[src/rtl/tmr_chan_pkg.sv]
package tmr_chan_pkg;
  typedef enum logic [1:0] {
    EDGE_RISE = 2'b00,
    EDGE_FALL = 2'b01,
    EDGE_BOTH = 2'b10,
    EDGE_RSVD = 2'b11
  } edge_sel_e;

  typedef enum logic {
    MODE_CAPTURE = 1'b0,
    MODE_COMPARE = 1'b1
  } chan_mode_e;
endpackage

[src/rtl/tmr_chan_insync.sv]
module tmr_chan_insync #(
  parameter int STAGES = 2
) (
  input  logic clk,
  input  logic rst_n,
  input  logic din,
  output logic rise_o,
  output logic fall_o
);
  localparam int MSB = STAGES - 1;

  logic [MSB:0] sync_q, sync_d;
  logic         prev_q, prev_d;

  // shift chain next state
  always_comb begin
    sync_d = {sync_q[MSB-1:0], din};
    prev_d = sync_q[MSB];
  end

  always_ff @(posedge clk or negedge rst_n) begin
    if (!rst_n) begin
      sync_q <= '0;
      prev_q <= 1'b0;
    end else begin
      sync_q <= sync_d;
      prev_q <= prev_d;
    end
  end

  assign rise_o = sync_q[MSB] & ~prev_q;
  assign fall_o = ~sync_q[MSB] & prev_q;
endmodule

[src/rtl/tmr_chan_trig.sv]
module tmr_chan_trig
  import tmr_chan_pkg::*;
(
  input  logic       rise_i,
  input  logic       fall_i,
  input  edge_sel_e  edge_sel_i,
  input  chan_mode_e mode_i,
  input  logic       armed_i,
  output logic       cap_o
);
  logic hit;

  always_comb begin
    unique case (edge_sel_i)
      EDGE_FALL: hit = fall_i;
      EDGE_BOTH: hit = rise_i | fall_i;
      default:   hit = rise_i;   // rising and the reserved code
    endcase
    cap_o = hit & armed_i & (mode_i == MODE_CAPTURE);
  end
endmodule

[src/rtl/tmr_chan_flag.sv]
module tmr_chan_flag (
  input  logic clk,
  input  logic rst_n,
  input  logic set_i,
  input  logic clr_i,
  output logic flag_o
);
  logic flag_q, flag_d;

  // a new event outranks a clear
  always_comb begin
    flag_d = flag_q;
    if (clr_i) flag_d = 1'b0;
    if (set_i) flag_d = 1'b1;
  end

  always_ff @(posedge clk or negedge rst_n) begin
    if (!rst_n) flag_q <= 1'b0;
    else        flag_q <= flag_d;
  end

  assign flag_o = flag_q;
endmodule

[src/rtl/tmr_chan.sv]
module tmr_chan
  import tmr_chan_pkg::*;
#(
  parameter int CNT_W     = 16,
  parameter int SYNC_FLOP = 2
) (
  input  logic             clk,
  input  logic             rst_n,
  input  logic [CNT_W-1:0] cnt_i,
  input  logic             tick_i,
  input  logic             sig_i,
  input  logic             mode_i,
  input  logic [1:0]       edge_sel_i,
  input  logic             arm_i,
  input  logic             clr_i,
  input  logic             ie_i,
  input  logic             ccr_we_i,
  input  logic [CNT_W-1:0] ccr_wd_i,
  output logic [CNT_W-1:0] ccr_o,
  output logic             flag_o,
  output logic             irq_o
);
  localparam logic [CNT_W-1:0] CCR_RST = '0;

  chan_mode_e       mode;
  edge_sel_e        esel;
  logic             rise, fall;
  logic             cap_pulse;
  logic             cmp_hit;
  logic             armed_q, armed_d;
  logic [CNT_W-1:0] ccr_q, ccr_d;

  assign mode = chan_mode_e'(mode_i);
  assign esel = edge_sel_e'(edge_sel_i);

  tmr_chan_insync #(.STAGES(SYNC_FLOP)) u_sync (
    .clk    (clk),
    .rst_n  (rst_n),
    .din    (sig_i),
    .rise_o (rise),
    .fall_o (fall)
  );

  tmr_chan_trig u_trig (
    .rise_i     (rise),
    .fall_i     (fall),
    .edge_sel_i (esel),
    .mode_i     (mode),
    .armed_i    (armed_q),
    .cap_o      (cap_pulse)
  );

  // compare is judged only on tick cycles
  assign cmp_hit = (mode == MODE_COMPARE) & tick_i & (cnt_i == ccr_q);

  always_comb begin
    ccr_d   = ccr_q;
    armed_d = armed_q;
    if (ccr_we_i)  ccr_d = ccr_wd_i;
    if (cap_pulse) begin
      ccr_d   = cnt_i;
      armed_d = 1'b0;
    end
    if (arm_i)     armed_d = 1'b1;
  end

  always_ff @(posedge clk or negedge rst_n) begin
    if (!rst_n) begin
      ccr_q   <= CCR_RST;
      armed_q <= 1'b0;
    end else begin
      ccr_q   <= ccr_d;
      armed_q <= armed_d;
    end
  end

  tmr_chan_flag u_flag (
    .clk    (clk),
    .rst_n  (rst_n),
    .set_i  (cap_pulse | cmp_hit),
    .clr_i  (clr_i),
    .flag_o (flag_o)
  );

  assign ccr_o = ccr_q;
  assign irq_o = flag_o & ie_i;
endmodule

[config.mk]
export PLATFORM = sky130hd
export DESIGN_NAME = tmr_chan
export DESIGN_NICKNAME = d
export VERILOG_FILES = /design/src/rtl/tmr_chan_pkg.sv /design/src/rtl/tmr_chan_insync.sv /design/src/rtl/tmr_chan_trig.sv /design/src/rtl/tmr_chan_flag.sv /design/src/rtl/tmr_chan.sv
export SDC_FILE = /design/constraint.sdc
export NUM_CORES = 1
export LEC_CHECK = 0
export BUFFER_PORTS_ARGS = -buffer_cell sky130_fd_sc_hd__buf_2
export CORE_MARGIN = 3
export CORE_UTILIZATION = 45
export CTS_BUF_LIST = sky130_fd_sc_hd__clkbuf_4 sky130_fd_sc_hd__clkbuf_8
export CTS_CLUSTER_SIZE = 8
export DETAILED_ROUTE_END_ITERATION = 6
export PLACE_DENSITY = 0.79
export SYNTH_ARGS = -nofsm -noshare
export SYNTH_HDL_FRONTEND = slang
export SYNTH_SLANG_ARGS = --single-unit
export TNS_END_PERCENT = 100
[constraint.sdc]
create_clock -name clk -period 3 [get_ports clk]
set_input_delay 0.6 -clock clk [delete_from_list [all_inputs] [get_ports clk]]
set_output_delay 0.6 -clock clk [all_outputs]
set_load 0.05 [all_outputs]
## After elaboration in Yosys (flattened, before gate mapping)

Cells that the tools add are included.

- Add/subtract/negate cells: 0
- $mul: 0
- Divide/modulo/power cells: 0
- Order comparisons: 0
- Equality and inequality tests: 3
- Shifts and indexed selects: 0
- Muxes and demuxes: 7
- Bitwise operators: 12
- Reduce and logical (&&, ||, !) cells: 3

Operators by type and width:

| operator | number |
|---|---|
| 2-to-1 mux 16 bit | 2 |
| equality test 16 bit | 1 |
| bitwise AND 1 bit | 7 |
| nonzero test 2 bit | 3 |
| 2-to-1 mux 1 bit | 4 |
| NOT 1 bit | 3 |
| equality test 2 x 1 -> 1 bit (second input constant) | 1 |
| equality test 2 bit (second input constant) | 1 |
| OR 1 bit | 2 |
| one-hot mux 1 bit (2 select lines) | 1 |

- Register bits after elaboration: 21
- Latch bits: 0
- Memory bits (writable): 0
- Bits in read-only memories: 0
- Bits of input ports: 43
- Output and inout bits: 18
- Word-level logic and storage cells: 30
- Memories kept: 0

## Longest topological paths before layout

Gate-level depths: netlist of run 1.

- Depth in word-level cells: 8
- Gate-level depth with buffers: 7
- Mapped depth without buffers: 6

## Cells and area by module

From an unflattened synthesis of run 1, not the netlist that was laid out.

- Cells, all modules: 113
- Area total of the unflattened synthesis: 1148.6 sq um

Modules (own cells, without submodules):

| module | instances | cells each | area an instance (sq um) | seq. area each (sq um) |
|---|---|---|---|---|
| tmr_chan | 1 | 96 | 953.4 | 425.4 |
| tmr_chan_insync | 1 | 5 | 90.1 | 75.1 |
| tmr_chan_trig | 1 | 9 | 68.8 | 0.0 |
| tmr_chan_flag | 1 | 3 | 36.3 | 25.0 |

## Worst setup path before layout of run 1

OpenSTA, ideal clock, no wires.

- Kind: input port to flip-flop
- Start point: in edge_sel_i[0]
- End point: reg ccr_q[12], in the netlist ccr_o[12]
- Library setup time: 126 ps
- Arrival time: 1798 ps
- Data required time: 2874 ps
- Path slack: 1075 ps
- Cell stages on the path: 6
- Path buffers: 1
- Cells stage by stage: inv_1 ha_1 nor2b_4 a2111oi_4 buf_6 o21ai_0

- Longest elaborated chain between the ends: 5
- Elaborated cells between the ends (all ways): 7
- Classes of those cells: eq/ne (2); mux (2); bitwise (2); reduce/logical (1)

Ends and longest elaborated chain:

| what | RTL line | text |
|---|---|---|
| start, declared | tmr_chan.sv:13 | `input logic [1:0] edge_sel_i,` |
| equality test 2 bit or equality test 2 x 1 -> 1 bit (tied branches) | tmr_chan_trig.sv:14 | `unique case (edge_sel_i)` |
| one-hot mux 1 bit (2 select lines) * | tmr_chan_trig.sv:14 |  |
| bitwise AND 1 bit * (2 in series) | tmr_chan_trig.sv:19 | `cap_o = hit & armed_i & (mode_i == MODE_CAPTURE);` |
| 2-to-1 mux 16 bit or nonzero test 2 bit (tied branches) | -- |  |
| end signal, assigned | tmr_chan.sv:72 | `ccr_q <= ccr_d;` |
| end, declared | tmr_chan.sv:31 | `logic [CNT_W-1:0] ccr_q, ccr_d;` |

Mark *: on every way between the ends. The rest lies on a longest branch, timed or not.
A chain may end at the register's enable or synchronous reset.

## Final worst setup path of run 1

- Start point: in edge_sel_i[0]
- End point: reg ccr_q[4], in the netlist ccr_o[4]

Same word-level chain as after synthesis.

==> results.cfg, run 1 <==
[timing]
min_period_over_period_pct = 56.7
fmaxAchievable_mhz = 588
setup_violations = 0
tightest_slew_ns = 0.493
finalCriticalPeriod_ns = 1.70
fin_setup_tns_ns = 0
slew_viol_final = 0
hold_violations = 0
fin_skew_ns = 0.00667
rsz0062_at_grt = false
timing.final.ws_setup_ns = 1.30
relSlewSlack_pct = 67.2

[clock_network]
hold_buffers = 0
numCtsBuffers = 3
cts.sinks = 21
cts_tree = done
cts_buffer_depth = 2
clk_latency_ns = 0.30
post-cts-setup-buffer-count = 0
h-tree-depth = 1
cts_root_buf = clkbuf_4
clk_pin_slew_ns = 0.12
ctsResizeCount = 0

[layout]
layout-drive-gt1-share_pct = 39.4
fin_nets = 223
antennaDiodeCount = 0
design_area_mm2 = 0.00154
area_growth_pct = 28.3
final_common_cell = buf_2
fillers = 236
mostFrequentLayoutCells = buf_2 (60), dfrtp_1 (21), mux2i_1 (16), nand2_1 (16), o21ai_0 (16)

[job]
maxCapViolations = 0

[die]
rows = 18
io_pins = 61
die-area_mm2 = 0.00332
start_util_pct = 47.9
die_w_um = 57.6
core_mm2 = 0.00250
die_h_um = 57.6

[power]
powerDensity_mw_per_mm2 = 563
seqPwrFrac_pct = 42.4
ir_worst_vdd_uv = 312
pwr-share-clk_pct = 16.9
p_leak_nw = 0.810
intPower_w = 0.000496
p_sw_w = 0.000370
combPwrFrac_pct = 40.7
switching_share_pct = 42.7

[placement]
dpl.hpwl_mm = 2.16
port_buffers = 60
placement.cell_area_mm2 = 0.00151
dp_slack_ns = 0.954
place_congestion = 0.740

[logic_synthesis]
synthCells = 114
syn_area_mm2 = 0.00120
synth_top_area_cell = dfrtp_1
ys_seq_area_share_pct = 43.9
yosysUniqueCellTypes = 22
avgSynthCellArea_um2 = 10.5
synth_top_area_share_pct = 43.9
synth.net_count = 161
synth.ff_latch_count = 21
synth.area.top_cells = dfrtp_1 (44%), mux2i_1 (13%), xor2_1 (11%), o21ai_0 (6.7%), nand2_1 (5.0%)
ys_warn_count = 0

[global_route]
grt_pass1_vias = 1028
grt_usage_pct = 16.9
grt_max_degree = 22
antenna_found_initial = 0
grt_pass1_wl_mm = 4.37
grt.overflow.total = 0

[setup_path]
cp-end-kind = flop
crit_required_ns = 3.19
crit_type = in2reg
crit_chain = buf_2 -> inv_1 -> ha_1 -> nor2b_4 -> a2111oi_4 -> buf_4 -> o21ai_0
crit_arrival_ns = 1.89
slowest_stage = a2111oi_4
cpPeakStageDelay_ns = 0.33
worst_setup_path_start_kind = primary input
reg2reg_slack_ns = 1.35
worstPathMaxFanout = 17

[route]
drtPass1Iterations = 2
drt_iter0_drc = 8
drtAntennaViolNets = 0
vias = 1004
drcViolationCount = 0
totalWireLength_mm = 2.67
wire_per_inst_um = 13.0
viasPerCell = 4.90

[hold_path]
hp-class = in2async

[status]
status = complete, no violations
[sequential cells by signal, indices dropped and copies added, names as in the netlist]
register       cells
u_flag.flag_o      1
ccr_o             16
armed_q            1
u_sync.sync_q      2
u_sync.prev_q      1
[power groups by stage]
stage               Clock (W)  Sequential [W]  Combinational (W)
global route         0.000161        0.000374           0.000378
detailed placement          0        0.000373           0.000356
finish               0.000146        0.000367           0.000352
floorplan                   0        0.000512           0.000113
global placement            0        0.000369           0.000349
CTS                  0.000151        0.000368           0.000356
[synth_stat cells, drive strengths merged]
library cell   n
and2           1
xnor2          1
inv            6
nor2b          1
nand2         16
nand4          1
nand3          1
ha             4
dfrtp         21
nor4           3
o21ai         17
mux2i         16
nand2b         1
nor3           1
o21bai         1
xor2          15
buf            5
a21oi          2
a2111oi        1
[path summary, 6_finish.rpt]
| check | cells after the start | end | startpoint |
|---|---|---|---|
| setup reg to reg | 5 | ccr_o[4] | u_sync.sync_q[1] |
| max in group asynchronous | 1 | ccr_o[2] | rst_n |
| hold / removal | 1 | ccr_o[5] | rst_n |
| setup / recovery | 7 | ccr_o[4] | edge_sel_i[0] |
| hold reg to reg | 0 | u_sync.sync_q[1] | u_sync.sync_q[0] |
| min in group clk | 0 | u_sync.sync_q[1] | u_sync.sync_q[0] |
[critical path: cells and delay by family]
family / cells / cell delay, ns
AND/OR/NAND/NOR: 1 / 0.15
buffers and inverters: 3 / 0.39
AO/OA/AOI/OAI: 2 / 0.45
adder cells (fa/ha/maj): 1 / 0.31
[layout make-up]
cell class                 count  area, um^2  share of cell area [%]
inverter                       6        22.5                    1.47
sequential                    21         526                    34.2
multi-input combinational     82         606                    39.4
timing repair buffer          62         315                    20.5
clock buffer                   4        30.0                    1.95
tap                           30        37.5                    2.44
[layer usage]
metal / global-route usage (%) / share of wire (%) / up-vias
li1: - / - / 505
met1: 20.3 / 43 / 459
met2: 29.5 / 48 / 38
met3: 3.85 / 8.6 / 2
met4: 5.96 / 0.37 / 0
met5: 0 / 0 / -
[logic make-up after synthesis]
| kind of cell | after synthesis | share of synthesized area, % |
|---|---|---|
| adders and majority gates | 4 | 4.18 |
| and+or+nand+nor | 25 | 10.1 |
| xor gates and xnor gates | 16 | 11.7 |
| DFF | 21 | 43.9 |
| buffers and inverters | 11 | 5.54 |
| AOI/OAI and AO/OA | 21 | 11.2 |
| muxes | 16 | 13.4 |
[per-stage QoR]
| stage | total power (W) | hold slack (ns) | std cells | utilization [%] |
|---|---|---|---|---|
| final | 0.000865 | 0.238 | 205 | 61.5 |
| after global routing | 0.000913 | 0.256 | 205 | 61.5 |
| after CTS | 0.000874 | 0.246 | 205 | 61.5 |
| after detailed placement | 0.000728 | 0.340 | 201 | 60.3 |
| after global placement | 0.000718 | 0.335 | 201 | 60.3 |
| after floorplan | 0.000625 | 0.304 | 114 | - |
No activity file was read; power rests on OpenSTA's default activity.
==> run 2: changes to the inputs <==
- ABC_AREA: default -> 1
- CORE_UTILIZATION: 45 -> 43
- PLACE_DENSITY: 0.79 -> 0.77
- clock period: 3 -> 1.4 ns (I/O delays scaled with it)
==> run 2 against run 1 <==
  * The flow now finishes with violations (setup timing)
  * Worst setup slack got worse by 1.3 ns
  * Non-clock buffer count increased by 5
  * Wire length increased by 29%
==> results.cfg, run 2 <==
[die]
rows = 19
io_pins = 61
die-area_mm2 = 0.00380
die_h_um = 61.7
start_util_pct = 46.7
die_w_um = 61.7
core_mm2 = 0.00285

[layout]
seqCellArea_um2 = 526
largest_reg_flops = 16
design_area_mm2 = 0.00172
mostFrequentLayoutCells = buf_2 (60), nand2_1 (54), nand3_1 (50), inv_1 (31), dfrtp_1 (21)
antennaDiodeCount = 0
multi_input_area_um2 = 646
final_core_util_pct = 60.4
fin_nets = 304
layout-drive-gt1-share_pct = 29.7
final_common_cell = buf_2
fillers = 288
fin_cells = 287
area_growth_pct = 29.3

[power]
intPower_w = 0.00104
switching_share_pct = 44.1
combPwrFrac_pct = 42.5
pwr-share-clk_pct = 16.2
powerDensity_mw_per_mm2 = 1080
ir_worst_vdd_uv = 593
seqPwrFrac_pct = 41.3
p_leak_nw = 1.04
p_sw_w = 0.000820

[setup_path]
cp_num_buf_inv = 2
cp_top_family = simple AND/OR/NAND/NOR gates
crit_arrival_ns = 1.69
crit_required_ns = 1.65
cp-end-kind = flop
worst_setup_path_start_kind = flop
cp_common_cell = nand3_1
crit_chain = ha_1 -> inv_1 -> nand2_1 -> nand3_2 -> nand2_4 -> buf_4 -> nand3_1 -> nand3_1
crit_type = reg2reg
worstPathMaxFanout = 11
slowest_stage = dfrtp_1
cpPeakStageDelay_ns = 0.42

[logic_synthesis]
synth_flop_cell = dfrtp_1
syn_area_mm2 = 0.00133
synthMuxAreaShare_pct = 0
yosysUniqueCellTypes = 18
synth.ff_latch_count = 21
synth_top_family_by_area = simple AND/OR/NAND/NOR gates
async_reset_ff_share_pct = 100
synth-compound-area-share_pct = 0.939
synthXorXnorAreaFrac_pct = 2.63
ys_warn_count = 0
synth_top_area_share_pct = 39.4
synth.net_count = 239
synth_top_area_cell = dfrtp_1
yosys.area_share.simple_pct = 40.8
synthCells = 192
synth.most_common_cell = nand2_1
ys_top_cells_by_count = nand2_1 (54), nand3_1 (51), inv_1 (31), dfrtp_1 (21), nor2_1 (12)
synth_edf_count = 0
synth-adder-area-share_pct = 3.76
avgSynthCellArea_um2 = 6.94
synth.area.top_cells = dfrtp_1 (39%), nand3_1 (19%), nand2_1 (15%), inv_1 (8.7%), ha_1 (3.8%)
ys_seq_area_share_pct = 39.4

[route]
drcViolationCount = 0
met1_length_mm = 1.51
vias = 1412
wl_met2_mm = 1.64
wire_per_inst_um = 12.0
totalWireLength_mm = 3.44
routed-wl-met3_um = 261
top_layer_used = met4
drtAntennaViolNets = 0
viasPerCell = 4.92
drt_iter0_drc = 73
drtPass1Iterations = 4

[hold_path]
hp-class = in2reg

[global_route]
grt_max_degree = 22
grt_pass1_vias = 1291
grt_usage_pct = 20.2
grt_pass1_wl_mm = 5.67
grt.overflow.total = 0
antenna_found_initial = 0

[status]
violations = setup timing
status = finished with violations

[timing]
rsz0062_at_grt = true
fin_setup_tns_ns = -0.370
finalCriticalPeriod_ns = 1.44
hold_violations = 0
relSlewSlack_pct = 66.5
setup_violations = 17
tightest_slew_ns = 0.503
slew_viol_final = 0
fin_skew_ns = 0.00233
fmaxAchievable_mhz = 696
min_period_over_period_pct = 103
timing.final.ws_setup_ns = -0.0368
hold_slack_ns = 0.0641

[clock_network]
h-tree-depth = 1
cts_root_buf = clkbuf_4
clk_pin_slew_ns = 0.12
cts_tree = done
clk_latency_ns = 0.31
post-cts-setup-buffer-count = 0
numCtsBuffers = 3
cts.sinks = 21
cts_buffer_depth = 2

[placement]
dp.cells = 282
port_buffers = 60
dpl.hpwl_mm = 2.56
place_congestion = 0.786
placement.cell_area_mm2 = 0.00168

[job]
maxCapViolations = 0
==> run 2: cell count changes after synthesis, moves of 12 or more <==
cell	change
nand3_1	+50
nand2_1	+38
inv_1	+25
mux2i_1	-16
o21ai_0	-16
xor2_1	-15
nor2_1	+12
==> run 2: cell families after synthesis <==
kind of cell / count (synthesis)
fa+ha+maj: 4
compound gates: 2
buf+inv: 40
simple gates: 121
xor+xnor: 4
flops: 21
==> run 2: per-layer routing <==
layer / vias to the layer above / GRT usage, %
li1: 726 / -
met1: 628 / 27.2
met2: 52 / 32.0
met3: 6 / 5.03
met4: 0 / 6.36
met5: - / 0
==> run 2: worst paths after layout <==
kind                                       start               end  slack (ns)  cells past startpoint
worst max register to register  u_sync.sync_q[1]          ccr_o[3]       -0.04                      8
worst min register to register  u_sync.sync_q[0]  u_sync.sync_q[1]        0.36                      0
worst max-delay path            u_sync.sync_q[1]          ccr_o[3]       -0.04                      8
worst min-delay path                       sig_i  u_sync.sync_q[0]        0.06                      1
min in group asynchronous                  rst_n           armed_q        0.46                      2
max in group asynchronous                  rst_n          ccr_o[5]        0.61                      2
==> run 2: area by class of cell <==
| cell class | count | share of cell area [%] |
|---|---|---|
| multi-input cells | 131 | 37.5 |
| flip-flops and latches | 21 | 30.5 |
| repair buffers | 67 | 20.8 |
| inverters | 33 | 7.33 |
| well taps | 31 | 2.25 |
| clock buffers | 3 | 1.31 |
| clock inverters | 1 | 0.290 |
==> run 2: power groups by stage <==
stage | Clock (W) | Combinational [W] | Sequential (W)
floorplan | 0 | 0.000288 | 0.00104
global placement | 0 | 0.000777 | 0.000777
detailed placement | 0 | 0.000788 | 0.000779
CTS | 0.000316 | 0.000796 | 0.000767
global route | 0.000353 | 0.000873 | 0.000785
finish | 0.000301 | 0.000790 | 0.000767
==> run 2: per-stage QoR <==
| stage | setup slack (ns) | total power [W] |
|---|---|---|
| 2_1_floorplan | 0.0596 | 0.00133 |
| 3_3_place_gp | -0.0743 | 0.00155 |
| 3_5_place_dp | -0.129 | 0.00157 |
| 4_1_cts | -0.0165 | 0.00188 |
| 5_1_grt | -0.142 | 0.00201 |
| 6_report | -0.0368 | 0.00186 |
==> run 2: timing repair <==
item                                   CTS  global route
setup endpoints to repair               17            18
endpoints found under the hold margin   21             0
gates resized for setup                  2             0
hold buffers                             1             0
pin swaps                                0             0
==> run 3: changes to the inputs <==
- ABC_AREA: 1 -> default
- CORE_UTILIZATION: 43 -> 42
- PLACE_DENSITY: 0.77 -> 0.78
==> run 3 against run 2 <==
  * Power is 1.1% higher
  * Sequential power up 2%
  * Critical endpoint is now ccr_o[15]
  * Clock skew is 0.0031 ns higher
  * Wire length shrank 22%
  * Non-clock buffer count down 2
  * Core utilization rose by 0.57 points
  * Via count is 27% lower
  * Design area shrank 8.4%
  * The run still ends with setup timing left
  * Global-route usage shrank 3.7 points
  * Combinational power is 2% lower
==> results.cfg, run 3 (synthesis results as in run 1) <==
[die]
start_util_pct = 46.2
core_mm2 = 0.00259
rows = 18
die_w_um = 59.4
die_h_um = 59.4
io_pins = 61
die-area_mm2 = 0.00353

[layout]
fin_cells = 208
layout-drive-gt1-share_pct = 40.4
final_core_util_pct = 61.0
area_growth_pct = 31.9
final_common_cell = buf_2
largest_reg_flops = 16
antennaDiodeCount = 0
mostFrequentLayoutCells = buf_2 (59), dfrtp_1 (21), mux2i_1 (16), nand2_1 (16), xor2_1 (15)
fin_nets = 226

[power]
intPower_w = 0.00108
combPwrFrac_pct = 41.3
powerDensity_mw_per_mm2 = 1190
p_leak_nw = 0.832
p_sw_w = 0.000799
pwr-share-clk_pct = 16.9
ir_worst_vdd_uv = 806
switching_share_pct = 42.5
seqPwrFrac_pct = 41.8

[timing]
slew_viol_final = 0
min_period_over_period_pct = 117
fmaxAchievable_mhz = 611
rsz0062_at_grt = true
relSlewSlack_pct = 67.4
tightest_slew_ns = 0.489
hold_violations = 0
setup_violations = 18
finalCriticalPeriod_ns = 1.64
fin_skew_ns = 0.00547
timing.final.ws_setup_ns = -0.238

[route]
drcViolationCount = 0
drtPass1Iterations = 3
vias = 1031
drtAntennaViolNets = 0
met1_length_mm = 1.09
drt_iter0_drc = 29
totalWireLength_mm = 2.69
wire_per_inst_um = 12.9
top_layer_used = met4
wl_met2_mm = 1.37
viasPerCell = 4.96
routed-wl-met3_um = 205

[clock_network]
post-cts-setup-buffer-count = 0
h-tree-depth = 1
cts_buffer_depth = 2
cts_tree = done
cts.sinks = 21
clk_latency_ns = 0.30
numCtsBuffers = 3
clk_pin_slew_ns = 0.12
cts_root_buf = clkbuf_4

[setup_path]
slowest_stage = dfrtp_1
worst_setup_path_start_kind = flop
crit_required_ns = 1.63
cp-end-kind = flop
crit_arrival_ns = 1.87
crit_chain = ha_1 -> nand2b_4 -> a2111oi_4 -> buf_6 -> nand2_1 -> o21ai_1
cpPeakStageDelay_ns = 0.42
worstPathMaxFanout = 19
crit_type = reg2reg

[global_route]
grt_max_degree = 22
grt_pass1_wl_mm = 4.40
grt_pass1_vias = 1062
antenna_found_initial = 0
grt.overflow.total = 0
grt_usage_pct = 16.5

[placement]
port_buffers = 60
place_congestion = 0.717
dpl.hpwl_mm = 2.20
dp_slack_ns = -0.302
dp.cells = 203

[job]
maxCapViolations = 0

[hold_path]
hp-class = in2reg

[status]
status = finished with violations
violations = setup timing
-- run 3: worst max-delay path: cells and delay by family (launching register included) --
family / cells / cell delay (ns)
fa+ha+maj: 1 / 0.29
compound gates: 2 / 0.42
buf+inv: 1 / 0.22
flops: 1 / 0.42
simple gates: 2 / 0.22
-- run 3: final cells by class --
class                      instances  area [um^2]
tap                               30         37.5
multi-input combinational         82          613
inverter                           6         22.5
fill                             224         1010
sequential                        21          526
clock buffer                       4         30.0
timing repair buffer              65          350
-- run 3: metal layers --
metal,GRT usage [%],up-vias
met5,0,-
met4,1.94,0
met3,4.36,2
met2,30.9,39
met1,19.1,476
li1,-,514
-- run 3: what timing repair did --
item / 4_1_cts / 5_1_grt
resized for setup: 6 / 2
hold buffers: 1 / 0
hold endpoints to repair: 21 / 0
endpoints found under the setup margin: 18 / 19
-- run 3: power by group through the flow --
stage                     combinational, W  clock [W]  sequential, W
final                             0.000776   0.000317       0.000785
after global routing              0.000834   0.000352       0.000801
after CTS                         0.000785   0.000335       0.000787
after detailed placement          0.000774          0       0.000798
after global placement            0.000761          0       0.000790
after floorplan                   0.000250          0        0.00110
-- run 3: through the flow --
| stage | hold slack, ns | setup TNS (ns) | power (W) | instance area, um^2 |
|---|---|---|---|---|
| 6_report | 0.0759 | -3.92 | 0.00188 | 1580 |
| 5_1_grt | 0.0580 | -5.43 | 0.00199 | 1580 |
| 4_1_cts | 0.0659 | -4.24 | 0.00191 | 1580 |
| 3_5_place_dp | 0.267 | -4.80 | 0.00157 | 1530 |
| 3_3_place_gp | 0.257 | -4.36 | 0.00155 | 1530 |
| 2_1_floorplan | -0.0156 | -3.50 | 0.00135 | 1200 |
-- run 3: final timing paths --
| check | slack, ns | end | from | cells past startpoint |
|---|---|---|---|---|
| worst max-delay path | -0.24 | ccr_o[15] | u_sync.sync_q[1] | 6 |
| worst min-delay path | 0.08 | u_sync.sync_q[0] | sig_i | 1 |
| worst max register to register | -0.24 | ccr_o[15] | u_sync.sync_q[1] | 6 |
| worst min register to register | 0.38 | u_sync.sync_q[1] | u_sync.sync_q[0] | 0 |
| max in group asynchronous | 0.63 | ccr_o[4] | rst_n | 2 |
| min in group asynchronous | 0.45 | ccr_o[2] | rst_n | 2 |
